$ cat config.mk
export PLATFORM = sky130hd
export DESIGN_NAME = spi_fifo_irq
export DESIGN_NICKNAME = d
export VERILOG_FILES = /design/src/rtl/spi_fifo_pkg.sv /design/src/rtl/spi_sfifo.sv /design/src/rtl/spi_irq_ctrl.sv /design/src/rtl/spi_fifo_irq.sv
export SDC_FILE = /design/constraint.sdc
export NUM_CORES = 1
export LEC_CHECK = 0
export ABC_AREA = 1
export BUFFER_PORTS_ARGS = -buffer_cell sky130_fd_sc_hd__buf_4
export CORE_ASPECT_RATIO = 0.6
export CORE_MARGIN = 2
export CORE_UTILIZATION = 65
export DETAILED_ROUTE_END_ITERATION = 8
export HOLD_SLACK_MARGIN = 0.03
export PLACE_DENSITY_LB_ADDON = 0.1
export SYNTH_ARGS = -nofsm -noshare
export SYNTH_HDL_FRONTEND = slang
export SYNTH_SLANG_ARGS = --single-unit
export TNS_END_PERCENT = 5
$ cat constraint.sdc
create_clock -name clk_i -period 9.5 [get_ports clk_i]
set_input_delay 1.9 -clock clk_i [delete_from_list [all_inputs] [get_ports clk_i]]
set_output_delay 1.9 -clock clk_i [all_outputs]
set_load 0.005 [all_outputs]
$ cat src/rtl/spi_fifo_pkg.sv
package spi_fifo_pkg;
  typedef enum logic [2:0] {
    A_TXDATA = 3'd0,
    A_RXDATA = 3'd1,
    A_FCTL   = 3'd2,
    A_STAT   = 3'd3,
    A_IEN    = 3'd4,
    A_ISTAT  = 3'd5,
    A_ICLR   = 3'd6
  } reg_addr_e;

  localparam int THR_W      = 4;
  localparam int TXTHR_LSB  = 8;
  localparam int RXTHR_LSB  = 0;
  localparam int B_TX_FLUSH = 12;
  localparam int B_RX_FLUSH = 4;
  localparam int B_ROR      = 0;
  localparam int B_RXC      = 3;
  localparam int B_TXC      = 4;
  localparam int B_RXRDY    = 9;
endpackage

$ cat src/rtl/spi_sfifo.sv
module spi_sfifo #(
  parameter int DW    = 32,
  parameter int DEPTH = 8,
  localparam int PW   = (DEPTH > 1) ? $clog2(DEPTH) : 1,
  localparam int CW   = $clog2(DEPTH + 1)
) (
  input  logic          clk_i,
  input  logic          rst_ni,
  input  logic          flush_i,
  input  logic          push_i,
  input  logic [DW-1:0] wdata_i,
  input  logic          pop_i,
  output logic [DW-1:0] rdata_o,
  output logic [CW-1:0] count_o,
  output logic          full_o,
  output logic          empty_o,
  output logic          push_acc_o,
  output logic          pop_acc_o
);
  logic [DW-1:0] mem_q [DEPTH];
  logic [PW-1:0] wptr_q, rptr_q;
  logic [CW-1:0] cnt_q;

  function automatic logic [PW-1:0] nxt(input logic [PW-1:0] p);
    return (p == PW'(DEPTH - 1)) ? '0 : p + PW'(1);
  endfunction

  assign full_o     = (cnt_q == CW'(DEPTH));
  assign empty_o    = (cnt_q == '0);
  assign pop_acc_o  = pop_i && !empty_o && !flush_i;
  assign push_acc_o = push_i && !flush_i && (!full_o || pop_acc_o);
  assign rdata_o    = mem_q[rptr_q];
  assign count_o    = cnt_q;

  always_ff @(posedge clk_i) begin
    if (push_acc_o) mem_q[wptr_q] <= wdata_i;
  end

  always_ff @(posedge clk_i or negedge rst_ni) begin
    if (!rst_ni) begin
      wptr_q <= '0;
      rptr_q <= '0;
      cnt_q  <= '0;
    end else if (flush_i) begin
      wptr_q <= '0;
      rptr_q <= '0;
      cnt_q  <= '0;
    end else begin
      if (push_acc_o) wptr_q <= nxt(wptr_q);
      if (pop_acc_o)  rptr_q <= nxt(rptr_q);
      cnt_q <= cnt_q + CW'(push_acc_o) - CW'(pop_acc_o);
    end
  end
endmodule

$ cat src/rtl/spi_irq_ctrl.sv
module spi_irq_ctrl (
  input  logic clk_i,
  input  logic rst_ni,
  input  logic ie_we_i,
  input  logic ie_rxc_i,
  input  logic ie_ror_i,
  input  logic clr_rxc_i,
  input  logic clr_ror_i,
  input  logic clr_txc_i,
  input  logic rxc_ev_i,
  input  logic ror_ev_i,
  input  logic txc_ev_i,
  output logic ie_rxc_o,
  output logic ie_ror_o,
  output logic rxc_o,
  output logic ror_o,
  output logic txc_o,
  output logic irq_o
);
  logic rxc_q, ror_q, txc_q, ie_rxc_q, ie_ror_q;

  // an event in the clear cycle wins
  always_ff @(posedge clk_i or negedge rst_ni) begin
    if (!rst_ni) begin
      rxc_q    <= 1'b0;
      ror_q    <= 1'b0;
      txc_q    <= 1'b0;
      ie_rxc_q <= 1'b0;
      ie_ror_q <= 1'b0;
    end else begin
      rxc_q <= rxc_ev_i | (rxc_q & ~clr_rxc_i);
      ror_q <= ror_ev_i | (ror_q & ~clr_ror_i);
      txc_q <= txc_ev_i | (txc_q & ~clr_txc_i);
      if (ie_we_i) begin
        ie_rxc_q <= ie_rxc_i;
        ie_ror_q <= ie_ror_i;
      end
    end
  end

  assign ie_rxc_o = ie_rxc_q;
  assign ie_ror_o = ie_ror_q;
  assign rxc_o    = rxc_q;
  assign ror_o    = ror_q;
  assign txc_o    = txc_q;
  assign irq_o    = (rxc_q & ie_rxc_q) | (ror_q & ie_ror_q);
endmodule

$ cat src/rtl/spi_fifo_irq.sv
module spi_fifo_irq
  import spi_fifo_pkg::*;
#(
  parameter int DW    = 32,
  parameter int DEPTH = 8,
  parameter int AW    = 3,
  localparam int CW   = $clog2(DEPTH + 1)
) (
  input  logic          clk_i,
  input  logic          rst_ni,
  input  logic          wr_en_i,
  input  logic          rd_en_i,
  input  logic [AW-1:0] addr_i,
  input  logic [DW-1:0] wdata_i,
  output logic [DW-1:0] rdata_o,
  input  logic          tx_pop_i,
  output logic          tx_avail_o,
  output logic [DW-1:0] tx_data_o,
  input  logic          rx_push_i,
  input  logic [DW-1:0] rx_data_i,
  output logic          irq_o
);
  logic tx_push, rx_pop, fctl_we, ie_we, ic_we, tx_flush, rx_flush;
  logic [THR_W-1:0] tx_thr_q, rx_thr_q;
  logic [CW-1:0] tx_cnt, rx_cnt;
  logic tx_full, tx_empty, tx_push_acc, tx_pop_acc, tx_pop;
  logic rx_full, rx_empty, rx_push_acc, rx_pop_acc;
  logic [DW-1:0] rx_head;
  logic tx_go, tx_run_q, txc_ev, rx_ready, rx_ready_q, rxc_ev, ror_ev;
  logic ie_rxc, ie_ror, st_rxc, st_ror, st_txc;
  logic [DW-1:0] istat;

  assign tx_push  = wr_en_i && (addr_i == AW'(A_TXDATA));
  assign fctl_we  = wr_en_i && (addr_i == AW'(A_FCTL));
  assign ie_we    = wr_en_i && (addr_i == AW'(A_IEN));
  assign ic_we    = wr_en_i && (addr_i == AW'(A_ICLR));
  assign rx_pop   = rd_en_i && (addr_i == AW'(A_RXDATA));
  assign tx_flush = fctl_we && wdata_i[B_TX_FLUSH];
  assign rx_flush = fctl_we && wdata_i[B_RX_FLUSH];

  always_ff @(posedge clk_i or negedge rst_ni) begin
    if (!rst_ni) begin
      tx_thr_q <= '0;
      rx_thr_q <= '0;
    end else if (fctl_we) begin
      tx_thr_q <= wdata_i[TXTHR_LSB +: THR_W];
      rx_thr_q <= wdata_i[RXTHR_LSB +: THR_W];
    end
  end

  spi_sfifo #(.DW(DW), .DEPTH(DEPTH)) tx_fifo_i (
    .clk_i, .rst_ni, .flush_i(tx_flush), .push_i(tx_push), .wdata_i(wdata_i),
    .pop_i(tx_pop), .rdata_o(tx_data_o), .count_o(tx_cnt), .full_o(tx_full),
    .empty_o(tx_empty), .push_acc_o(tx_push_acc), .pop_acc_o(tx_pop_acc)
  );

  spi_sfifo #(.DW(DW), .DEPTH(DEPTH)) rx_fifo_i (
    .clk_i, .rst_ni, .flush_i(rx_flush), .push_i(rx_push_i), .wdata_i(rx_data_i),
    .pop_i(rx_pop), .rdata_o(rx_head), .count_o(rx_cnt), .full_o(rx_full),
    .empty_o(rx_empty), .push_acc_o(rx_push_acc), .pop_acc_o(rx_pop_acc)
  );

  // transmit release: hold until a burst is queued, then run to empty
  assign tx_go      = (tx_thr_q != '0) && (32'(tx_cnt) >= 32'(tx_thr_q));
  assign tx_avail_o = !tx_empty && (tx_run_q || tx_go);
  assign tx_pop     = tx_pop_i && tx_avail_o;
  assign txc_ev     = tx_pop_acc && (tx_cnt == CW'(1)) && !tx_push_acc;

  always_ff @(posedge clk_i or negedge rst_ni) begin
    if (!rst_ni)                 tx_run_q <= 1'b0;
    else if (tx_flush || txc_ev) tx_run_q <= 1'b0;
    else if (tx_go)              tx_run_q <= 1'b1;
  end

  assign rx_ready = (rx_thr_q != '0) && (32'(rx_cnt) >= 32'(rx_thr_q));
  assign rxc_ev   = rx_ready && !rx_ready_q;
  assign ror_ev   = rx_push_i && rx_full && !rx_pop_acc && !rx_flush && !rx_push_acc;

  always_ff @(posedge clk_i or negedge rst_ni) begin
    if (!rst_ni) rx_ready_q <= 1'b0;
    else         rx_ready_q <= rx_ready;
  end

  spi_irq_ctrl irq_ctrl_i (
    .clk_i, .rst_ni,
    .ie_we_i(ie_we), .ie_rxc_i(wdata_i[B_RXC]), .ie_ror_i(wdata_i[B_ROR]),
    .clr_rxc_i(ic_we && wdata_i[B_RXC]), .clr_ror_i(ic_we && wdata_i[B_ROR]),
    .clr_txc_i(ic_we && wdata_i[B_TXC]),
    .rxc_ev_i(rxc_ev), .ror_ev_i(ror_ev), .txc_ev_i(txc_ev),
    .ie_rxc_o(ie_rxc), .ie_ror_o(ie_ror),
    .rxc_o(st_rxc), .ror_o(st_ror), .txc_o(st_txc), .irq_o(irq_o)
  );

  always_comb begin
    istat          = '0;
    istat[B_ROR]   = st_ror;
    istat[B_RXC]   = st_rxc;
    istat[B_TXC]   = st_txc;
    istat[B_RXRDY] = rx_ready;
  end

  always_comb begin
    rdata_o = '0;
    if (rd_en_i) begin
      case (addr_i)
        AW'(A_RXDATA): rdata_o = rx_empty ? '0 : rx_head;
        AW'(A_FCTL): begin
          rdata_o[TXTHR_LSB +: THR_W] = tx_thr_q;
          rdata_o[RXTHR_LSB +: THR_W] = rx_thr_q;
        end
        AW'(A_STAT):  rdata_o[0] = !rx_empty;
        AW'(A_IEN): begin
          rdata_o[B_RXC] = ie_rxc;
          rdata_o[B_ROR] = ie_ror;
        end
        AW'(A_ISTAT): rdata_o = istat;
        default:      rdata_o = '0;
      endcase
    end
  end
endmodule


==> results.py, run 1 <==
metrics = {
    "outcome": {
        "status": "complete, no violations",
    },
    "worst_setup_path": {
        "reg2reg_slack_ps": 6060,
        "end_kind": "primary output",
        "worst_path_largest_cell_delay_ps": 790,
        "r2r-end": "tx_fifo_i.mem_q[3][11]$_DFFE_PP_",
        "rr_startpoint": "tx_thr_q[3]$_DFFE_PN0P_",
        "cp_common_cell": "buf_4",
        "critPathRequiredTime_ps": 7600,
        "crit_type": "register to primary output",
        "critPathLaunchType": "register",
        "cp.arrival_ps": 3520,
        "cp_slowest_cell": "buf_4",
        "r2r_cells": 13,
        "crit_chain": "clkinv_2 > buf_4 > o21ai_0 > o22ai_1 > nor2_1 > a31oi_1 > buf_4",
        "path_max_fanout": 105,
    },
    "power": {
        "sw_frac_of_total_pct": 33.1,
        "pwr-share-comb_pct": 29.2,
        "clock_power_share_pct": 27.8,
        "power_density_mw_per_mm2": 279,
        "internal-power_uw": 4690,
        "switching_power_uw": 2320,
        "p_seq_share_pct": 43.0,
        "leakage_uw": 0.00882,
        "ir_worst_vdd_mv": 0.173,
    },
    "timing": {
        "postLayoutSetupSlackWorst_ps": 4080,
        "rsz0062_at_grt": "false",
        "worst_slew_pin_slew_ps": 1220,
        "skew_ps": 13.4,
        "finalHoldViolCount": 0,
        "min_period_ps": 5420,
        "max_freq_ghz": 0.184,
        "setup_tns_ps": 0,
        "relSlewSlack_pct": 17.9,
        "slew_viol_final": 0,
        "setup_violations": 0,
        "post-route-period-util_pct": 57.1,
    },
    "min_path": {
        "hp-class": "register to register",
        "min_to": "irq_ctrl_i.rxc_o$_DFF_PN0_",
        "holdCritStartpoint": "rx_ready_q$_DFF_PN0_",
        "min_path_cells": 1,
    },
    "layout": {
        "final_layout_size_suffix_gt1_share_pct": 14.7,
        "multiInputGateArea_mm2": 0.00524,
        "final_nets": 1959,
        "design_area_mm2": 0.0251,
        "ff_latch_area_mm2": 0.0163,
        "nFillCells": 2158,
        "syn2layout_area_growth_pct": 13.8,
        "fin_util_pct": 74.9,
        "n_antenna_cell": 0,
    },
    "routing": {
        "drt_iter0_markers": 1418,
        "antenna_left": 0,
        "drt-total-wl_um": 49300,
        "first_pass_iters": 5,
        "drc": 0,
        "num_vias": 14100,
        "wl_per_cell_um": 21.0,
        "drt-vias-per-instance": 6.01,
    },
    "place": {
        "portBuffers": 138,
        "gp_congestion": 0.857,
        "placed_cell_area_mm2": 0.0236,
        "dp_slack_ps": 4130,
        "dpl.hpwl_um": 28200,
    },
    "floorplan": {
        "initial_core_util_pct": 65.8,
        "io_pins": 139,
        "core_mm2": 0.0336,
        "num_rows": 52,
        "dieHeight_um": 147,
        "die_w_um": 242,
        "design.die.area_mm2": 0.0355,
    },
    "cts": {
        "cts.repair.resized": 0,
        "cts_hold_buf": 0,
        "cts_root_buffer": "clkbuf_16",
        "cts_tree": "yes",
        "clock_sinks": 547,
        "cts_htree_levels": 2,
        "clk_pin_slew_worst_paths_ps": 70,
        "cts_buffer_depth": 3,
        "insertion_delay_ps": 560,
        "cts_buffers": 47,
        "post_cts_buffers": 0,
    },
    "synth": {
        "synth_largest_area_cell": "edfxtp_1",
        "synth_area_mm2": 0.0221,
        "ys_seq_area_share_pct": 73.6,
        "synth-seq-cells": 547,
        "yosysTopAreaCellShare_pct": 69.6,
        "synth_nets": 1846,
        "yosys.cell_types.count": 41,
        "synth_area_leaders": "edfxtp_1 (70%), nor2_1 (7.1%), o21ai_0 (6.9%)",
        "postSynthAreaPerCell_um2": 12.7,
        "yosysWarnings": 0,
        "syn_inst": 1742,
    },
    "global_route": {
        "track_usage_pct": 27.7,
        "overflow": 0,
        "grt_pass1_wl_um": 76500,
        "grt_max_degree": 115,
        "antenna_found_initial": 0,
        "grt_pass1_vias": 13600,
    },
    "job": {
        "drv_cap": 0,
    },
}
[registers in the layout, summed over array words and instances, names as in the netlist]
register / cells
irq_ctrl_i.ie_rxc_o: 1
tx_fifo_i.count_o: 4
rx_fifo_i.count_o: 4
rx_fifo_i.wptr_q: 3
tx_run_q: 1
rx_thr_q: 4
irq_ctrl_i.ror_o: 1
tx_fifo_i.wptr_q: 3
irq_ctrl_i.ie_ror_o: 1
irq_ctrl_i.txc_o: 1
tx_thr_q: 4
tx_fifo_i.mem_q: 256
rx_fifo_i.mem_q: 256
tx_fifo_i.rptr_q: 3
rx_fifo_i.rptr_q: 3
rx_ready_q: 1
irq_ctrl_i.rxc_o: 1
[cell type report]
type / count / area share (%)
multi-input combinational: 1027 / 20.8
inverter: 66 / 1.00
sequential: 547 / 64.7
tap: 459 / 2.28
clock buffer: 74 / 5.61
timing repair buffer: 166 / 4.96
clock inverter: 13 / 0.642
[synth_stat cells, drive strengths merged]
master and instances:
edfxtp 512, nor2 421, o21ai 308, nand2 72, inv 65, clkbuf 61, o22ai 58, a31oi 56
buf 41, dfrtp 35, ha 29, nand3 20, a21oi 14, o221ai 11, nand4 10, nor3 9
o211ai 7, a21o 2, fa 2, xor2 2, a21boi 1, a221oi 1, a22o 1, a41oi 1
clkinv 1, nand3b 1, nor3b 1
[stage by stage]
step / hold slack (ps) / power [µW] / std cells
2_1_floorplan: 410 / 4340 / 1742
3_3_place_gp: 428 / 5050 / 2265
3_5_place_dp: 451 / 5100 / 2265
4_1_cts: 461 / 7040 / 2352
5_1_grt: 479 / 7390 / 2352
6_report: 460 / 7020 / 2352
[worst max-delay path, delay by kind of cell (launching register included)]
| family | cells | cell delay [ps] |
|---|---|---|
| AO/OA/AOI/OAI | 3 | 750 |
| flip-flops | 1 | 740 |
| buffers and inverters | 3 | 1340 |
| AND/OR/NAND/NOR | 1 | 70 |
[cell usage in the layout, fill, tap and decap left out, types with 4 or more instances in the layout]
cell	instances
nor2_4	8
ha_1	29
edfxtp_1	512
nor3_2	8
o21ai_1	4
inv_1	56
o21ai_0	304
clkinv_1	5
inv_2	5
nor2_1	410
nand2_2	4
bufinv_16	4
nand2_4	6
nand3_1	19
clkinv_2	9
buf_4	166
a31oi_1	56
nand4_1	9
o211ai_1	7
a21oi_1	13
dfrtp_1	31
clkbuf_8	9
o22ai_1	58
o221ai_1	11
clkbuf_16	49
nand2_1	62
clkbuf_1	16
[power by group through the flow]
stage	clock [µW]	combinational (µW)	sequential, µW
global placement	0	1990	3060
detailed placement	0	2030	3070
floorplan	0	1350	2980
finish	1950	2050	3020
CTS	1970	2050	3020
global route	2070	2290	3040
[how the worst max path moves through the flow]
| stage | to | slack [ps] | cells past startpoint | from |
|---|---|---|---|---|
| 6_report | tx_data_o[1] | 4080 | 7 | tx_fifo_i.rptr_q[0]$_DFFE_PN0P_ |
| 5_1_grt | rdata_o[8] | 3800 | 7 | rx_fifo_i.rptr_q[0]$_DFFE_PN0P_ |
| 4_1_cts | rdata_o[8] | 4070 | 7 | rx_fifo_i.rptr_q[0]$_DFFE_PN0P_ |
| 3_5_place_dp | rdata_o[16] | 4130 | 9 | addr_i[2] |
| 3_3_place_gp | rdata_o[25] | 4290 | 9 | addr_i[2] |
| 2_1_floorplan | tx_fifo_i.mem_q[6][0]$_DFFE_PP_ | 4180 | 10 | addr_i[1] |
[per-layer routing]
layer  share of wire [%]  track usage (%)  wire length, µm
met3                 7.9             5.13             3880
met4                 2.0             7.69              983
met2                  46             41.6            22600
met1                  44             42.5            21800
met5                   0                0                0
[cells by family (layout without fill, tap and decap cells)]
| logic type | Yosys count | count (layout) | synth area share [%] |
|---|---|---|---|
| compound gates | 460 | 460 | 11.5 |
| buf+inv | 168 | 319 | 3.18 |
| flops | 547 | 547 | 73.6 |
| fa+ha+maj | 31 | 31 | 1.82 |
| xor+xnor | 2 | 2 | 0.0793 |
| simple gates | 534 | 534 | 9.88 |
Note: power is estimated with default switching activity, not from simulation.
==> inputs of run 2 (changes only) <==
CORE_UTILIZATION = 55   (was 65)
clock period = 4.7 ns   (was 9.5 ns; I/O delays follow)
==> run 2 against run 1 <==
Register-to-register slack lost 4500 ps. Combinational power rose by 110%. Wire length rose by 2.4%. Sequential share of layout area fell by 0.49 points. Global-route usage shrank 3.7 points. Via count down 1.6%. Hold slack worse by 120 ps. Sequential cell count stayed put.
==> results.py, run 2 (synthesis gave the netlist of run 1 again) <==
metrics = {
    "floorplan": {
        "io_pins": 139,
        "core_mm2": 0.0393,
        "design.die.area_mm2": 0.0418,
        "die_w_um": 263,
        "initial_core_util_pct": 56.2,
        "num_rows": 56,
        "dieHeight_um": 159,
    },
    "outcome": {
        "status": "complete, no violations",
    },
    "place": {
        "placed_cell_area_mm2": 0.0237,
        "portBuffers": 138,
        "gp_congestion": 0.831,
        "dpl.hpwl_um": 28500,
    },
    "power": {
        "leakage_uw": 0.00887,
        "power_density_mw_per_mm2": 563,
        "ir_worst_vdd_mv": 0.429,
        "p_total_uw": 14300,
    },
    "cts": {
        "clk_pin_slew_worst_paths_ps": 70,
        "cts_buffers": 49,
        "cts_hold_buf": 0,
        "cts_buffer_depth": 3,
        "cts_htree_levels": 2,
        "cts_root_buffer": "clkbuf_16",
        "clock_sinks": 547,
        "cts.repair.resized": 0,
        "post_cts_buffers": 0,
        "cts_tree": "yes",
        "insertion_delay_ps": 570,
    },
    "timing": {
        "holdWs_ps": 340,
        "max_freq_ghz": 0.246,
        "rsz0062_at_grt": "false",
        "slew_viol_final": 0,
        "post-route-period-util_pct": 86.6,
        "min_period_ps": 4070,
        "finalHoldViolCount": 0,
        "setup_tns_ps": 0,
        "worst_slew_pin_slew_ps": 875,
        "relSlewSlack_pct": 41.6,
        "skew_ps": 18.0,
        "setup_violations": 0,
    },
    "layout": {
        "design_area_mm2": 0.0253,
        "layout_commonest_cell": "edfxtp_1",
        "final_nets": 1967,
        "nFillCells": 2931,
        "final_layout_size_suffix_gt1_share_pct": 15.0,
        "syn2layout_area_growth_pct": 14.7,
        "largest_registers": "rx_fifo_i.mem_q (256), tx_fifo_i.mem_q (256)",
        "final_cell_mix": "edfxtp_1 (512), nor2_1 (410), o21ai_0 (304), buf_4 (169), nand2_1 (62)",
        "fin_util_pct": 64.4,
    },
    "routing": {
        "drt-total-wl_um": 50500,
        "num_vias": 13900,
        "drt-vias-per-instance": 5.73,
        "drc": 0,
        "wl_per_cell_um": 20.8,
        "first_pass_iters": 5,
        "antenna_left": 0,
        "drt_iter0_markers": 1431,
    },
    "worst_setup_path": {
        "critPathLaunchType": "register",
        "critPathRequiredTime_ps": 3760,
        "crit_type": "register to primary output",
        "path_max_fanout": 69,
        "cp.arrival_ps": 3130,
        "end_kind": "primary output",
    },
    "job": {
        "drv_cap": 0,
    },
    "global_route": {
        "grt_pass1_vias": 13400,
        "track_usage_pct": 24.0,
        "grt_max_degree": 130,
        "overflow": 0,
        "grt_pass1_wl_um": 78400,
        "antenna_found_initial": 3,
    },
    "min_path": {
        "hp-class": "input pin to async pin",
    },
}
==> run 2: changes by cell type in the layout (fill, tap and decap cells not counted), sizes merged <==
cell,previous run,this run
inv,61,62
clkinvlp,0,1
diode,0,2
clkinv,14,20
buf,166,172
clkbuf,74,69
==> run 2: routing by layer <==
layer,global-route usage (%),vias to the layer above,wire length (µm)
li1,-,6570,-
met3,4.58,64,3600
met4,6.56,2,1010
met2,34.8,476,22300
met5,0,-,13
met1,37.5,6800,23600
==> run 2: layout make-up <==
class                      count  area, µm²  area share, %
clock buffer                  69       1390           5.50
clock inverter                21        201          0.795
inverter                      66        251          0.993
sequential                   547      16300           64.2
tap                          522        653           2.58
timing repair buffer         172       1330           5.25
antenna                        2       5.00         0.0198
multi-input combinational   1027       5240           20.7
==> run 2: stage by stage <==
step           cells  setup WS [ps]
5_1_grt         2425            439
3_5_place_dp    2334           1220
4_1_cts         2424            606
6_report        2426            632
2_1_floorplan   1742            344
3_3_place_gp    2334           1240
==> run 2: critical path, stage by stage (launching register included) <==
cell     delay, ps
dfrtp_4        440
buf_4          500
buf_4          690
o21ai_0        200
o22ai_1        200
nor2_1          60
a31oi_1        240
buf_4          180
==> run 2: final timing paths <==
| check | startpoint | to | slack [ps] | cells after the start |
|---|---|---|---|---|
| setup / recovery | tx_fifo_i.rptr_q[0]$_DFFE_PN0P_ | tx_data_o[3] | 630 | 7 |
| hold / removal | rst_ni | rx_fifo_i.wptr_q[1]$_DFFE_PN0P_ | 340 | 1 |
| setup reg to reg | rx_fifo_i.count_o[2]$_DFF_PN0_ | rx_fifo_i.count_o[2]$_DFF_PN0_ | 1540 | 14 |
| hold reg to reg | rx_ready_q$_DFF_PN0_ | irq_ctrl_i.rxc_o$_DFF_PN0_ | 480 | 1 |
| max in group asynchronous | rst_ni | tx_fifo_i.rptr_q[0]$_DFFE_PN0P_ | 3960 | 1 |
| min in group clk_i | rx_ready_q$_DFF_PN0_ | irq_ctrl_i.rxc_o$_DFF_PN0_ | 480 | 1 |
==> run 2: where the power goes <==
part / switching, µW / internal, µW / leakage (µW)
logic: 2830 / 1450 / 0.00305
clock network: 1700 / 2280 / 0.000781
registers: 183 / 5800 / 0.00504
==> inputs of run 3 (changes only) <==
CORE_UTILIZATION = 40   (was 55)
SETUP_SLACK_MARGIN = 0.02   (was not set)
==> run 3 against run 2 <==
Sequential power up 0.8%. Sequential share of layout area shrank 0.90 points. Non-clock buffer count rose by 1. Maximum frequency is 4.4% higher. Critical path depth stayed put. Count of clock-buffer cells in the layout is 7 lower. Clock power increased by 7.8%. Hold slack got worse by 32 ps. Final cell count up 8.2%. Register-to-register slack is essentially flat. Clock skew increased by 4.5 ps. Largest power group unchanged.
==> results.py, run 3 (synthesis gave the netlist of run 1 again) <==
metrics = {
    "timing": {
        "relSlewSlack_pct": 37.8,
        "worst_slew_pin_slew_ps": 931,
        "max_freq_ghz": 0.257,
        "post-route-period-util_pct": 82.9,
        "setup_tns_ps": 0,
        "finalHoldViolCount": 0,
        "rsz0062_at_grt": "false",
        "slew_viol_final": 0,
        "skew_ps": 22.6,
        "min_period_ps": 3900,
        "setup_violations": 0,
        "postLayoutSetupSlackWorst_ps": 804,
    },
    "floorplan": {
        "core_mm2": 0.0543,
        "num_rows": 66,
        "design.die.area_mm2": 0.0572,
        "initial_core_util_pct": 40.7,
        "dieHeight_um": 186,
        "die_w_um": 307,
        "io_pins": 139,
    },
    "global_route": {
        "antenna_found_initial": 2,
        "grt_max_degree": 77,
        "track_usage_pct": 19.0,
        "grt_pass1_wl_um": 82500,
        "overflow": 0,
        "grt_pass1_vias": 13600,
    },
    "cts": {
        "clk_pin_slew_worst_paths_ps": 70,
        "cts_buffer_depth": 3,
        "cts_root_buffer": "clkbuf_16",
        "cts_hold_buf": 0,
        "cts_buffers": 52,
        "clock_sinks": 547,
        "cts_tree": "yes",
        "insertion_delay_ps": 590,
        "post_cts_buffers": 0,
        "cts_htree_levels": 2,
        "cts.repair.resized": 0,
    },
    "routing": {
        "drt_iter0_markers": 1244,
        "drt-vias-per-instance": 5.28,
        "wl_per_cell_um": 20.7,
        "num_vias": 13900,
        "antenna_left": 0,
        "drt-total-wl_um": 54300,
        "first_pass_iters": 5,
        "drc": 0,
    },
    "power": {
        "clock_power_share_pct": 29.4,
        "sw_frac_of_total_pct": 33.5,
        "pwr-share-comb_pct": 29.3,
        "ir_worst_vdd_mv": 0.318,
        "internal-power_uw": 9730,
        "power_density_mw_per_mm2": 570,
        "leakage_uw": 0.00894,
        "switching_power_uw": 4910,
        "p_seq_share_pct": 41.3,
    },
    "layout": {
        "design_area_mm2": 0.0257,
        "final_cell_mix": "edfxtp_1 (512), nor2_1 (410), o21ai_0 (304), buf_4 (172), nand2_1 (62)",
        "final_nets": 1971,
        "nFillCells": 4889,
        "layout_commonest_cell": "edfxtp_1",
        "final_layout_size_suffix_gt1_share_pct": 15.5,
        "syn2layout_area_growth_pct": 16.3,
        "largest_registers": "rx_fifo_i.mem_q (256), tx_fifo_i.mem_q (256)",
    },
    "worst_setup_path": {
        "critPathLaunchType": "register",
        "critPathRequiredTime_ps": 3760,
        "crit_type": "register to primary output",
        "end_kind": "primary output",
        "cp.arrival_ps": 2960,
        "path_max_fanout": 46,
    },
    "outcome": {
        "status": "complete, no violations",
    },
    "place": {
        "placed_cell_area_mm2": 0.0240,
        "gp_congestion": 0.794,
        "dp_slack_ps": 1210,
        "portBuffers": 138,
        "dpl.hpwl_um": 30800,
    },
    "min_path": {
        "hp-class": "input pin to async pin",
    },
    "job": {
        "drv_cap": 0,
    },
}
## run 3: changes by cell type in the layout (fill, tap and decap cells not counted), sizes merged
cell	delta
buf	+1
bufinv	+3
clkinvlp	+1
inv	+2
diode	-1
clkinv	+7
clkbuf	-7
## run 3: through the flow
| stage | hold WS [ps] | power (µW) | instances | utilization [%] |
|---|---|---|---|---|
| 2_1_floorplan | 410 | 8760 | 1742 | - |
| 3_3_place_gp | 430 | 10500 | 2527 | 44.1 |
| 3_5_place_dp | 435 | 10500 | 2527 | 44.1 |
| 4_1_cts | 303 | 14800 | 2623 | 47.3 |
| 5_1_grt | 329 | 15500 | 2624 | 47.3 |
| 6_report | 308 | 14600 | 2624 | 47.3 |
## run 3: worst paths after layout
| path | to | slack [ps] | startpoint | cells past startpoint |
|---|---|---|---|---|
| worst max-delay path | rdata_o[17] | 800 | rx_fifo_i.rptr_q[0]$_DFFE_PN0P_ | 7 |
| worst min-delay path | rx_fifo_i.wptr_q[0]$_DFFE_PN0P_ | 310 | rst_ni | 1 |
| worst max register to register | rx_fifo_i.count_o[2]$_DFF_PN0_ | 1530 | rx_fifo_i.count_o[2]$_DFF_PN0_ | 14 |
| worst min register to register | irq_ctrl_i.rxc_o$_DFF_PN0_ | 430 | rx_ready_q$_DFF_PN0_ | 1 |
| max in group asynchronous | tx_fifo_i.rptr_q[0]$_DFFE_PN0P_ | 3990 | rst_ni | 1 |
| min in group clk_i | irq_ctrl_i.rxc_o$_DFF_PN0_ | 430 | rx_ready_q$_DFF_PN0_ | 1 |
## run 3: area by class of cell
cell class / count / area (µm²) / area share, %
diodes: 1 / 2.50 / 0.00974
well taps: 714 / 893 / 3.48
flip-flops and latches: 547 / 16300 / 63.3
repair buffers: 173 / 1310 / 5.10
multi-input cells: 1027 / 5240 / 20.4
clock inverters: 34 / 354 / 1.38
inverters: 66 / 251 / 0.979
clock buffers: 62 / 1380 / 5.38
## run 3: critical path, cell delays in order (launching register included)
cell	delay, ps
dfrtp_4	490
clkinv_2	470
buf_4	380
o21ai_0	110
o22ai_1	410
o21ai_0	170
a31oi_1	190
buf_4	130
## run 3: power by group through the flow
stage          combinational, µW  clock [µW]  sequential, µW
3_5_place_dp                4360           0            6150
2_1_floorplan               2740           0            6030
4_1_cts                     4360        4410            6050
5_1_grt                     4870        4590            6090
6_report                    4300        4300            6040
3_3_place_gp                4340           0            6140
## run 3: routing by layer
layer  vias up  share of wire, %  GRT usage (%)
met2       332                45           28.9
met5         -             0.020              0
met4         2               1.8           4.39
met3        74               5.4           2.98
met1      6850                48           28.7
li1       6596                 -              -
